[src/rtl/ec_pkg.sv]
package ec_pkg;
  typedef enum logic [1:0] {
    VERD_NONE = 2'd0,
    VERD_PASS = 2'd1,
    VERD_FAIL = 2'd2
  } verdict_e;
endpackage

[src/rtl/ec_group_packer.sv]
module ec_group_packer #(
  parameter int GROUP_W = 16
) (
  input  logic               clk_i,
  input  logic               rst_ni,
  input  logic               take_i,
  input  logic               bit_i,
  input  logic               flush_i,
  output logic               done_o,
  output logic [GROUP_W-1:0] grp_o
);
  localparam int CNT_W = $clog2(GROUP_W);

  logic [GROUP_W-1:0] grp_q;
  logic [CNT_W-1:0]   cnt_q;

  assign done_o = take_i && (cnt_q == CNT_W'(GROUP_W - 1));

  always_comb begin
    grp_o = grp_q;
    grp_o[GROUP_W-1] = bit_i;
  end

  always_ff @(posedge clk_i or negedge rst_ni) begin
    if (!rst_ni) begin
      grp_q <= '0;
      cnt_q <= '0;
    end else if (flush_i) begin
      grp_q <= '0;
      cnt_q <= '0;
    end else if (take_i) begin
      grp_q[cnt_q] <= bit_i;
      cnt_q <= done_o ? '0 : cnt_q + 1'b1;
    end
  end

  p_group_wrap_r1: assert property (@(posedge clk_i) disable iff (!rst_ni)
    done_o |=> (cnt_q == '0));
  p_flush_clears_r6: assert property (@(posedge clk_i) disable iff (!rst_ni)
    flush_i |=> (cnt_q == '0));
endmodule

[src/rtl/ec_rep_tester.sv]
module ec_rep_tester
  import ec_pkg::*;
#(
  parameter int GROUP_W = 16
) (
  input  logic               clk_i,
  input  logic               rst_ni,
  input  logic               done_i,
  input  logic [GROUP_W-1:0] grp_i,
  input  logic               bypass_i,
  input  logic               clr_err_i,
  output verdict_e           verdict_o,
  output logic               err_o
);
  logic [GROUP_W-1:0] ref_q;
  logic               ref_vld_q;
  logic               err_q;

  always_comb begin
    verdict_o = VERD_NONE;
    if (done_i) begin
      if (!bypass_i && ref_vld_q && (grp_i == ref_q)) verdict_o = VERD_FAIL;
      else                                            verdict_o = VERD_PASS;
    end
  end

  always_ff @(posedge clk_i or negedge rst_ni) begin
    if (!rst_ni) begin
      ref_q     <= '0;
      ref_vld_q <= 1'b0;
      err_q     <= 1'b0;
    end else begin
      unique case (verdict_o)
        VERD_FAIL: begin
          ref_vld_q <= 1'b0;   // next group becomes reference unchecked
          err_q     <= 1'b1;
        end
        VERD_PASS: begin
          ref_q     <= grp_i;
          ref_vld_q <= 1'b1;
          if (clr_err_i) err_q <= 1'b0;
        end
        default: if (clr_err_i) err_q <= 1'b0;
      endcase
    end
  end

  assign err_o = err_q;

  p_fail_sets_err_r3: assert property (@(posedge clk_i) disable iff (!rst_ni)
    (verdict_o == VERD_FAIL) |=> err_q);
  p_fail_drops_ref_r4: assert property (@(posedge clk_i) disable iff (!rst_ni)
    (verdict_o == VERD_FAIL) |=> !ref_vld_q);
  p_bypass_no_fail_r5: assert property (@(posedge clk_i) disable iff (!rst_ni)
    bypass_i |-> (verdict_o != VERD_FAIL));
  p_clear_err_r7: assert property (@(posedge clk_i) disable iff (!rst_ni)
    (clr_err_i && !done_i) |=> !err_q);
endmodule

[src/rtl/ec_hold_reg.sv]
module ec_hold_reg #(
  parameter int HOLD_W  = 192,
  parameter int GROUP_W = 16,
  parameter int WORD_W  = 32
) (
  input  logic                                   clk_i,
  input  logic                                   rst_ni,
  input  logic                                   store_i,
  input  logic [GROUP_W-1:0]                     grp_i,
  input  logic                                   flush_i,
  input  logic                                   clr_full_i,
  output logic [HOLD_W/WORD_W-1:0][WORD_W-1:0]   words_o,
  output logic                                   full_o
);
  localparam int NUM_GROUPS = HOLD_W / GROUP_W;
  localparam int NUM_WORDS  = HOLD_W / WORD_W;
  localparam int SLOT_W     = $clog2(NUM_GROUPS);

  logic [HOLD_W-1:0] hold_q;
  logic [SLOT_W-1:0] slot_q;
  logic              full_q;
  logic              last_slot;

  assign last_slot = (slot_q == SLOT_W'(NUM_GROUPS - 1));

  for (genvar g = 0; g < NUM_GROUPS; g++) begin : g_slot
    always_ff @(posedge clk_i or negedge rst_ni) begin
      if (!rst_ni)                                    hold_q[g*GROUP_W +: GROUP_W] <= '0;
      else if (store_i && slot_q == SLOT_W'(g))       hold_q[g*GROUP_W +: GROUP_W] <= grp_i;
    end
  end

  always_ff @(posedge clk_i or negedge rst_ni) begin
    if (!rst_ni) begin
      slot_q <= '0;
      full_q <= 1'b0;
    end else if (flush_i) begin
      slot_q <= '0;
      full_q <= 1'b0;
    end else if (store_i) begin
      slot_q <= last_slot ? '0 : slot_q + 1'b1;
      if (last_slot) full_q <= 1'b1;
    end else if (clr_full_i) begin
      full_q <= 1'b0;
    end
  end

  for (genvar w = 0; w < NUM_WORDS; w++) begin : g_word
    assign words_o[w] = hold_q[w*WORD_W +: WORD_W];
  end

  assign full_o = full_q;

  p_no_store_when_full_r8: assert property (@(posedge clk_i) disable iff (!rst_ni)
    full_q |-> !store_i);
  p_full_after_last_r1: assert property (@(posedge clk_i) disable iff (!rst_ni)
    (store_i && last_slot && !flush_i) |=> full_q);
  p_full_holds_r8: assert property (@(posedge clk_i) disable iff (!rst_ni)
    (full_q && !clr_full_i && !flush_i) |=> (full_q && $stable(hold_q)));
endmodule

[src/rtl/entropy_collector.sv]
module entropy_collector
  import ec_pkg::*;
#(
  parameter int HOLD_W  = 192,
  parameter int GROUP_W = 16,
  parameter int WORD_W  = 32
) (
  input  logic                                 clk_i,
  input  logic                                 rst_ni,
  input  logic                                 src_en_i,
  input  logic                                 bit_vld_i,
  input  logic                                 bit_i,
  input  logic                                 test_byp_i,
  input  logic                                 cnt_rst_i,
  input  logic                                 clr_full_i,
  input  logic                                 clr_err_i,
  output logic [HOLD_W/WORD_W-1:0][WORD_W-1:0] words_o,
  output logic                                 full_o,
  output logic                                 busy_o,
  output logic                                 rep_err_o
);
  logic               take, flush, grp_done;
  logic [GROUP_W-1:0] grp;
  verdict_e           verdict;

  assign take   = src_en_i && bit_vld_i && !full_o;
  assign flush  = cnt_rst_i && !src_en_i;
  assign busy_o = src_en_i && !full_o;

  ec_group_packer #(.GROUP_W(GROUP_W)) u_packer (
    .clk_i(clk_i), .rst_ni(rst_ni), .take_i(take), .bit_i(bit_i),
    .flush_i(flush), .done_o(grp_done), .grp_o(grp)
  );

  ec_rep_tester #(.GROUP_W(GROUP_W)) u_tester (
    .clk_i(clk_i), .rst_ni(rst_ni), .done_i(grp_done), .grp_i(grp),
    .bypass_i(test_byp_i), .clr_err_i(clr_err_i),
    .verdict_o(verdict), .err_o(rep_err_o)
  );

  ec_hold_reg #(.HOLD_W(HOLD_W), .GROUP_W(GROUP_W), .WORD_W(WORD_W)) u_hold (
    .clk_i(clk_i), .rst_ni(rst_ni), .store_i(verdict == VERD_PASS),
    .grp_i(grp), .flush_i(flush), .clr_full_i(clr_full_i),
    .words_o(words_o), .full_o(full_o)
  );

  p_cnt_rst_ignored_r6: assert property (@(posedge clk_i) disable iff (!rst_ni)
    (src_en_i && full_o && !clr_full_i) |=> full_o);
  p_cnt_rst_clears_r6: assert property (@(posedge clk_i) disable iff (!rst_ni)
    (cnt_rst_i && !src_en_i) |=> !full_o);
endmodule

[config.mk]
export PLATFORM = sky130hd
export DESIGN_NAME = entropy_collector
export DESIGN_NICKNAME = d
export VERILOG_FILES = /design/src/rtl/ec_pkg.sv /design/src/rtl/ec_group_packer.sv /design/src/rtl/ec_rep_tester.sv /design/src/rtl/ec_hold_reg.sv /design/src/rtl/entropy_collector.sv
export SDC_FILE = /design/constraint.sdc
export NUM_CORES = 1
export LEC_CHECK = 0
export ABC_AREA = 1
export BUFFER_PORTS_ARGS = -buffer_cell sky130_fd_sc_hd__buf_4
export CAP_MARGIN = 10
export CORE_UTILIZATION = 52
export DETAILED_ROUTE_END_ITERATION = 8
export GPL_TIMING_DRIVEN = 0
export HOLD_SLACK_MARGIN = 0.02
export PLACE_DENSITY = 0.72
export SYNTH_ARGS = -nofsm -noshare
export SYNTH_HDL_FRONTEND = slang
export SYNTH_SLANG_ARGS = --single-unit
[constraint.sdc]
create_clock -name clk_i -period 4 [get_ports clk_i]
set_input_delay 0.8 -clock clk_i [delete_from_list [all_inputs] [get_ports clk_i]]
set_output_delay 0.8 -clock clk_i [all_outputs]
set_load 0.05 [all_outputs]
# Yosys cells after proc, flatten, opt, wreduce, memory -nomap -nowiden
# Index checks and enable logic that the tools add are counted.
[totals] input_bits=9 word_cells=89 regBits=235
[classes] eq_ne=16 n_reduce_logical=30 addsub=2 n_lt_le_gt_ge=2 muxes=20
[ops] cell="$mux 16" count=2
[ops] cell="$mux 4" count=6
[ops] cell="$eq 4x4->1 const B" count=5
[ops] cell="$logic_and 1x1->1" count=20
[ops] cell="$bwmux 16" count=1
[ops] cell="$eq 16x16->1" count=1
[ops] cell="$eq 4x3->1 const B" count=4
[ops] cell="$add 4x1->4 const B" count=2
[ops] cell="$eq 4x2->1 const B" count=2
[ops] cell="$reduce_bool 2->1" count=4
[ops] cell="$mux 1" count=7
[ops] cell="$lt 4x5->1 const B" count=1
[ops] cell="$demux 1 s4" count=1
[ops] cell="$eq 4x1->1 const B" count=1
[ops] cell="$ge 4x1->1 const B" count=1
[ops] cell="$logic_not 4->1" count=1
[ops] cell="$mux 2" count=2
[ops] cell="$logic_not 1->1" count=3
[ops] cell="$ne 3x3->1 const B" count=1
[ops] cell="$reduce_bool 3->1" count=1
[ops] cell="$eq 2x1->1 const B" count=1
[ops] cell="$eq 2x2->1 const B" count=1
[ops] cell="$pmux 1 s2" count=1
[ops] cell="$reduce_and 2->1" count=1

# Logic depth before layout (Yosys ltp)
[logic_depth] ltp_word=8 depth_mapped=14

# Modules after synthesis
# From an unflattened synthesis, not the netlist that was laid out.
[unflattened] cells_unflattened=1043 area_unflattened_um2=9653.0
[by_module_without_submodules] module="ec_hold_reg" cells_per_inst=704 n_inst=1 seq_area_each_um2=4929.7 area_each_um2=7360.8
[by_module_without_submodules] module="ec_rep_tester" cells_per_inst=182 n_inst=1 seq_area_each_um2=450.4 area_each_um2=1187.4
[by_module_without_submodules] module="ec_group_packer" cells_per_inst=149 n_inst=1 seq_area_each_um2=475.5 area_each_um2=1074.8
[by_module_without_submodules] module="entropy_collector" cells_per_inst=8 n_inst=1 seq_area_each_um2=0.0 area_each_um2=30.0

# Least setup slack after synthesis
# No wires, ideal clock.
[synth_timing] kind="input port to flip-flop" startpoint="in src_en_i" endpoint="reg u_hold.hold_q[101] (netlist: u_hold.words_o[101])" stages=11 arrival_time_ps=2492 setup_ps=119 slack_ps=1389 n_path_buf=2 path_cell_list="inv_1 -> nor2_2 -> nand2_1 -> nor3_4 -> nand2_4 -> inv_4 -> buf_8 -> nand2_4 -> buf_4 -> nand2_1 -> nand2_1"
[synth_between] elab_chain_len=6
[synth_rtl] element="start, declared" line="entropy_collector.sv:10" rtl="input logic src_en_i,"
[synth_rtl] element="$logic_and 1x1->1 (2 in a row)" line="entropy_collector.sv:26" rtl="assign take = src_en_i && bit_vld_i && !full_o;"
[synth_rtl] element="$logic_and 1x1->1" line="ec_group_packer.sv:17" rtl="assign done_o = take_i && (cnt_q == CNT_W'(GROUP_W - 1));"
[synth_rtl] element="$mux 2" line="ec_rep_tester.sv:21" rtl="if (done_i) begin"
[synth_rtl] element="$eq 2x1->1" line="entropy_collector.sv:42" rtl=".clk_i(clk_i), .rst_ni(rst_ni), .store_i(verdict == VERD_PASS),"
[synth_rtl] element="$logic_and 1x1->1" line="ec_hold_reg.sv:29" rtl="else if (store_i && slot_q == SLOT_W'(g)) hold_q[g*GROUP_W +: GROUP_W] <= grp_i;"
[synth_rtl] element="end signal, assigned by index" line="ec_hold_reg.sv:29"
[synth_rtl] element="end, declared" line="ec_hold_reg.sv:19" rtl="logic [HOLD_W-1:0] hold_q;"
# No other way between the ends.
# A chain may end at the register's enable or synchronous reset.

# Worst setup path after layout
[layout_timing] startpoint="reg u_packer.grp_q[1]" endpoint="reg u_hold.hold_q[153] (netlist: u_hold.words_o[153])"
[layout_between] elab_chain_len=6
[layout_rtl] element="start, declared" line="ec_group_packer.sv:14" rtl="logic [GROUP_W-1:0] grp_q;"
[layout_rtl] element="start signal, assigned by index" line="ec_group_packer.sv:32" rtl="grp_q[cnt_q] <= bit_i;"
[layout_rtl] element="$eq 16x16->1" line="ec_rep_tester.sv:22" rtl="if (!bypass_i && ref_vld_q && (grp_i == ref_q)) verdict_o = VERD_FAIL;"
[layout_rtl] element="$logic_and 1x1->1" line="ec_rep_tester.sv:22"
[layout_rtl] element="$mux 2" line="ec_rep_tester.sv:22"
[layout_rtl] element="$mux 2" line="ec_rep_tester.sv:21"
[layout_rtl] element="$eq 2x1->1" line="entropy_collector.sv:42"
[layout_rtl] element="$logic_and 1x1->1" line="ec_hold_reg.sv:29"
# No other way between the ends.

==> key figures <==
Placed design
  • Post-DP Area: roughly 12000 sq um
  • DPL Wire Length: ~20000 um
  • Number of I/O port buffers: a little over 200
  • Final Wtd Congestion: 0.899
  • DP Cell Count: between 1500 and 2000

Clock tree
  • CTS Root Cell: clkbuf_16
  • Sink Count: roughly 230
  • Setup Buffers After CTS: 0
  • Clock Latency Late Sink: roughly 0.53 ns
  • CTS Buf Count: 25
  • # hold bufs at CTS: 0
  • Longest Clk Path Bufs: 3
  • # H-tree levels: 1
  • Worst-path clk slew: about 0.06 ns
  • # resized after CTS: 0
  • CTS tree: done

Routing
  • Via count: between 8000 and 9000
  • Vias/cell: 5.29
  • Routed WL per cell: between 15 and 20 um
  • Total wire length: slightly below 30000 um
  • # DRC: 0
  • DRT antenna net count: 0
  • First-pass DRT Iterations: 5
  • Iter 0 DRT Violations: about 670

STA
  • Setup Total Neg Slack: 0 ns
  • Setup violations, final: 0
  • Final count of hold timing violations: 0
  • Fin. max-slew vios: 0
  • Worst slew margin: around 27%
  • Fmax: ~0.47 GHz
  • Period utilization: between 50% and 60%
  • Crit path time final: 2.15 ns
  • Unrepaired setup endpoints after global routing: false
  • Clock Skews: 0.0194 ns
  • Slew @ Worst Pin: around 1.1 ns

Min path
  • Worst min-delay path class: input pin to async pin

Power and ir drop
  • Leakage: 7.28 nW
  • Peak supply drop: around 0.35 mV
  • Pwr per Cell Area: between 300 and 400 nW/um^2

Synthesis
  • Mapped Nets: 1168
  • Mapped Cells: 1151
  • Synth warn: 0
  • Post-Syn Area: between 9000 and 10000 sq um
  • Sequential cell area fraction in the yosys report: about three fifths
  • Synth Area per Inst: ~8.6 sq um
  • Synth cell types: 31
  • Synth Register Bits: ~230

Setup path
  • Startpoint Class: flop
  • Worst setup path category: flop to flop
  • CP required: between 4 and 5 ns
  • Worst endpoint data arrival time: 2.56 ns
  • CP max FO: 10
  • CP endpoint kind: flop

Die
  • CORE AREA: 18700 sq um
  • Die Ht: between 100 and 150 um
  • FP Rows: 50
  • Die width: approximately 140 um
  • Die area: 19600 sq um
  • Initial Util: around 53%
  • Io pins: roughly 200

Cells and area
  • Final net count: around 1400
  • Area Growth Syn to Fin: 26.7%
  • Non-Filler Instances: roughly 1600
  • Antenna diodes: 0
  • Final design area excluding fillers: roughly 13000 sq um
  • Layout cells sized above 1: 21.4%

Global routing
  • Pin count of the biggest net entering global routing: between 100 and 150
  • Initial antenna violation count: 0
  • Total grt overflow: 0
  • First-pass GRT wire length: 46200 um
  • Vias in the first global route: about 8300
  • Total GRT Usage: 30.5%

Job
  • Max Cap Viol: 0

Status
  • Status: completed
==> kinds of logic (layout without fill, tap and decap cells) <==
kind of cell / Yosys count / after routing / synth area share, %
buffers and inverters: 127 / 376 / 5.65
AOI/OAI and AO/OA: 54 / 54 / 3.11
adders and majority gates: 8 / 8 / 1.01
DFF: 234 / 234 / 59.2
and+or+nand+nor: 723 / 723 / 30.6
xor gates and xnor gates: 5 / 5 / 0.443
==> power breakdown <==
group / internal [mW] / total, mW / switching [mW]
registers: 2.40 / 2.42 / 0.0280
logic: 0.0687 / 0.305 / 0.236
clock network: 1.31 / 2.25 / 0.940
total: 3.78 / 4.98 / 1.20
==> cells in the final DEF (no fill, tap or decap), drive strengths merged, types with 3 or more instances in the layout <==
| cell | Yosys | routed |
|---|---|---|
| nand2 | 507 | 507 |
| buf | 37 | 241 |
| dfrtp | 234 | 234 |
| nand3 | 166 | 166 |
| clkbuf | 35 | 73 |
| inv | 54 | 55 |
| nor2 | 38 | 38 |
| o21ai | 26 | 26 |
| a22oi | 9 | 9 |
| a31oi | 9 | 9 |
| a21oi | 8 | 8 |
| ha | 8 | 8 |
| nand4 | 6 | 6 |
| clkinv | 1 | 6 |
| xnor2 | 4 | 4 |
| nor4 | 3 | 3 |
==> state kept, by name, indices dropped and copies added, names as in the netlist <==
| name | cells |
|---|---|
| u_hold.full_o | 1 |
| u_hold.slot_q | 4 |
| u_hold.words_o | 192 |
| u_packer.cnt_q | 4 |
| u_packer.grp_q | 15 |
| u_tester.err_o | 1 |
| u_tester.ref_q | 16 |
| u_tester.ref_vld_q | 1 |
==> final timing paths <==
path / to / start / slack, ns / depth (start not counted)
max in group asynchronous: u_tester.ref_q[10] / rst_ni / 2.56 / 2
worst min-delay path: u_hold.words_o[55] / rst_ni / 0.35 / 1
worst max-delay path: u_hold.words_o[153] / u_packer.grp_q[1] / 1.85 / 13
worst max register to register: u_hold.words_o[153] / u_packer.grp_q[1] / 1.85 / 13
worst min register to register: u_hold.words_o[61] / u_hold.words_o[61] / 0.47 / 2
min in group clk_i: u_tester.err_o / clr_err_i / 0.46 / 2
==> Yosys cell counts (all sizes together) <==
master	n	area share [%]
a21oi	8	0.40
a22oi	9	0.68
a31oi	9	0.57
buf	37	2.2
clkbuf	35	1.4
clkinv	1	0.038
dfrtp	234	59
ha	8	1.0
inv	54	2.1
nand2	507	20
nand3	166	8.4
nand4	6	0.38
nor2	38	1.5
nor3	2	0.22
nor4	3	0.19
o21ai	26	1.3
o22ai	1	0.063
o31ai	1	0.076
or2	1	0.063
xnor2	4	0.35
xor2	1	0.089
==> worst max-delay path, cell delays in order (launching register included) <==
cell	delay, ns
dfrtp_1	0.51
inv_2	0.06
nand2_1	0.06
nand2_1	0.04
nor2_1	0.10
nand2_1	0.05
nor2_1	0.12
nand3_1	0.22
nand2_4	0.19
inv_4	0.08
buf_2	0.21
buf_2	0.22
nand3_1	0.10
nand2_1	0.07
==> cell type report <==
cell class	count	area [sq um]
Fill cell	1576	6170
Sequential cell	234	5860
Multi-Input combinational cell	790	3480
Timing Repair Buffer	204	1560
Clock buffer	38	724
Buffer	72	350
Tap cell	234	293
Inverter	55	209
Clock inverter	7	67.6
==> stage by stage <==
stage / power [mW] / utilization [%] / setup WS (ns) / hold WS, ns
floorplan: 2.63 / - / 1.39 / 0.450
finish: 4.98 / 67.0 / 1.85 / 0.348
global placement: 2.76 / 62.6 / 0.299 / 0.456
global route: 5.14 / 67.0 / 1.58 / 0.424
CTS: 5.00 / 67.0 / 1.85 / 0.387
detailed placement: 2.77 / 62.8 / 1.43 / 0.459
==> per-layer routing <==
metal / global-route usage [%] / wire, um / vias to the layer above
li1: - / - / 4107
met3: 6.46 / 2280 / 69
met4: 11.2 / 1010 / 0
met2: 47.4 / 13400 / 315
met1: 42.3 / 12500 / 4157
met5: 0 / 0 / -
(Power assumes the default switching activity.)
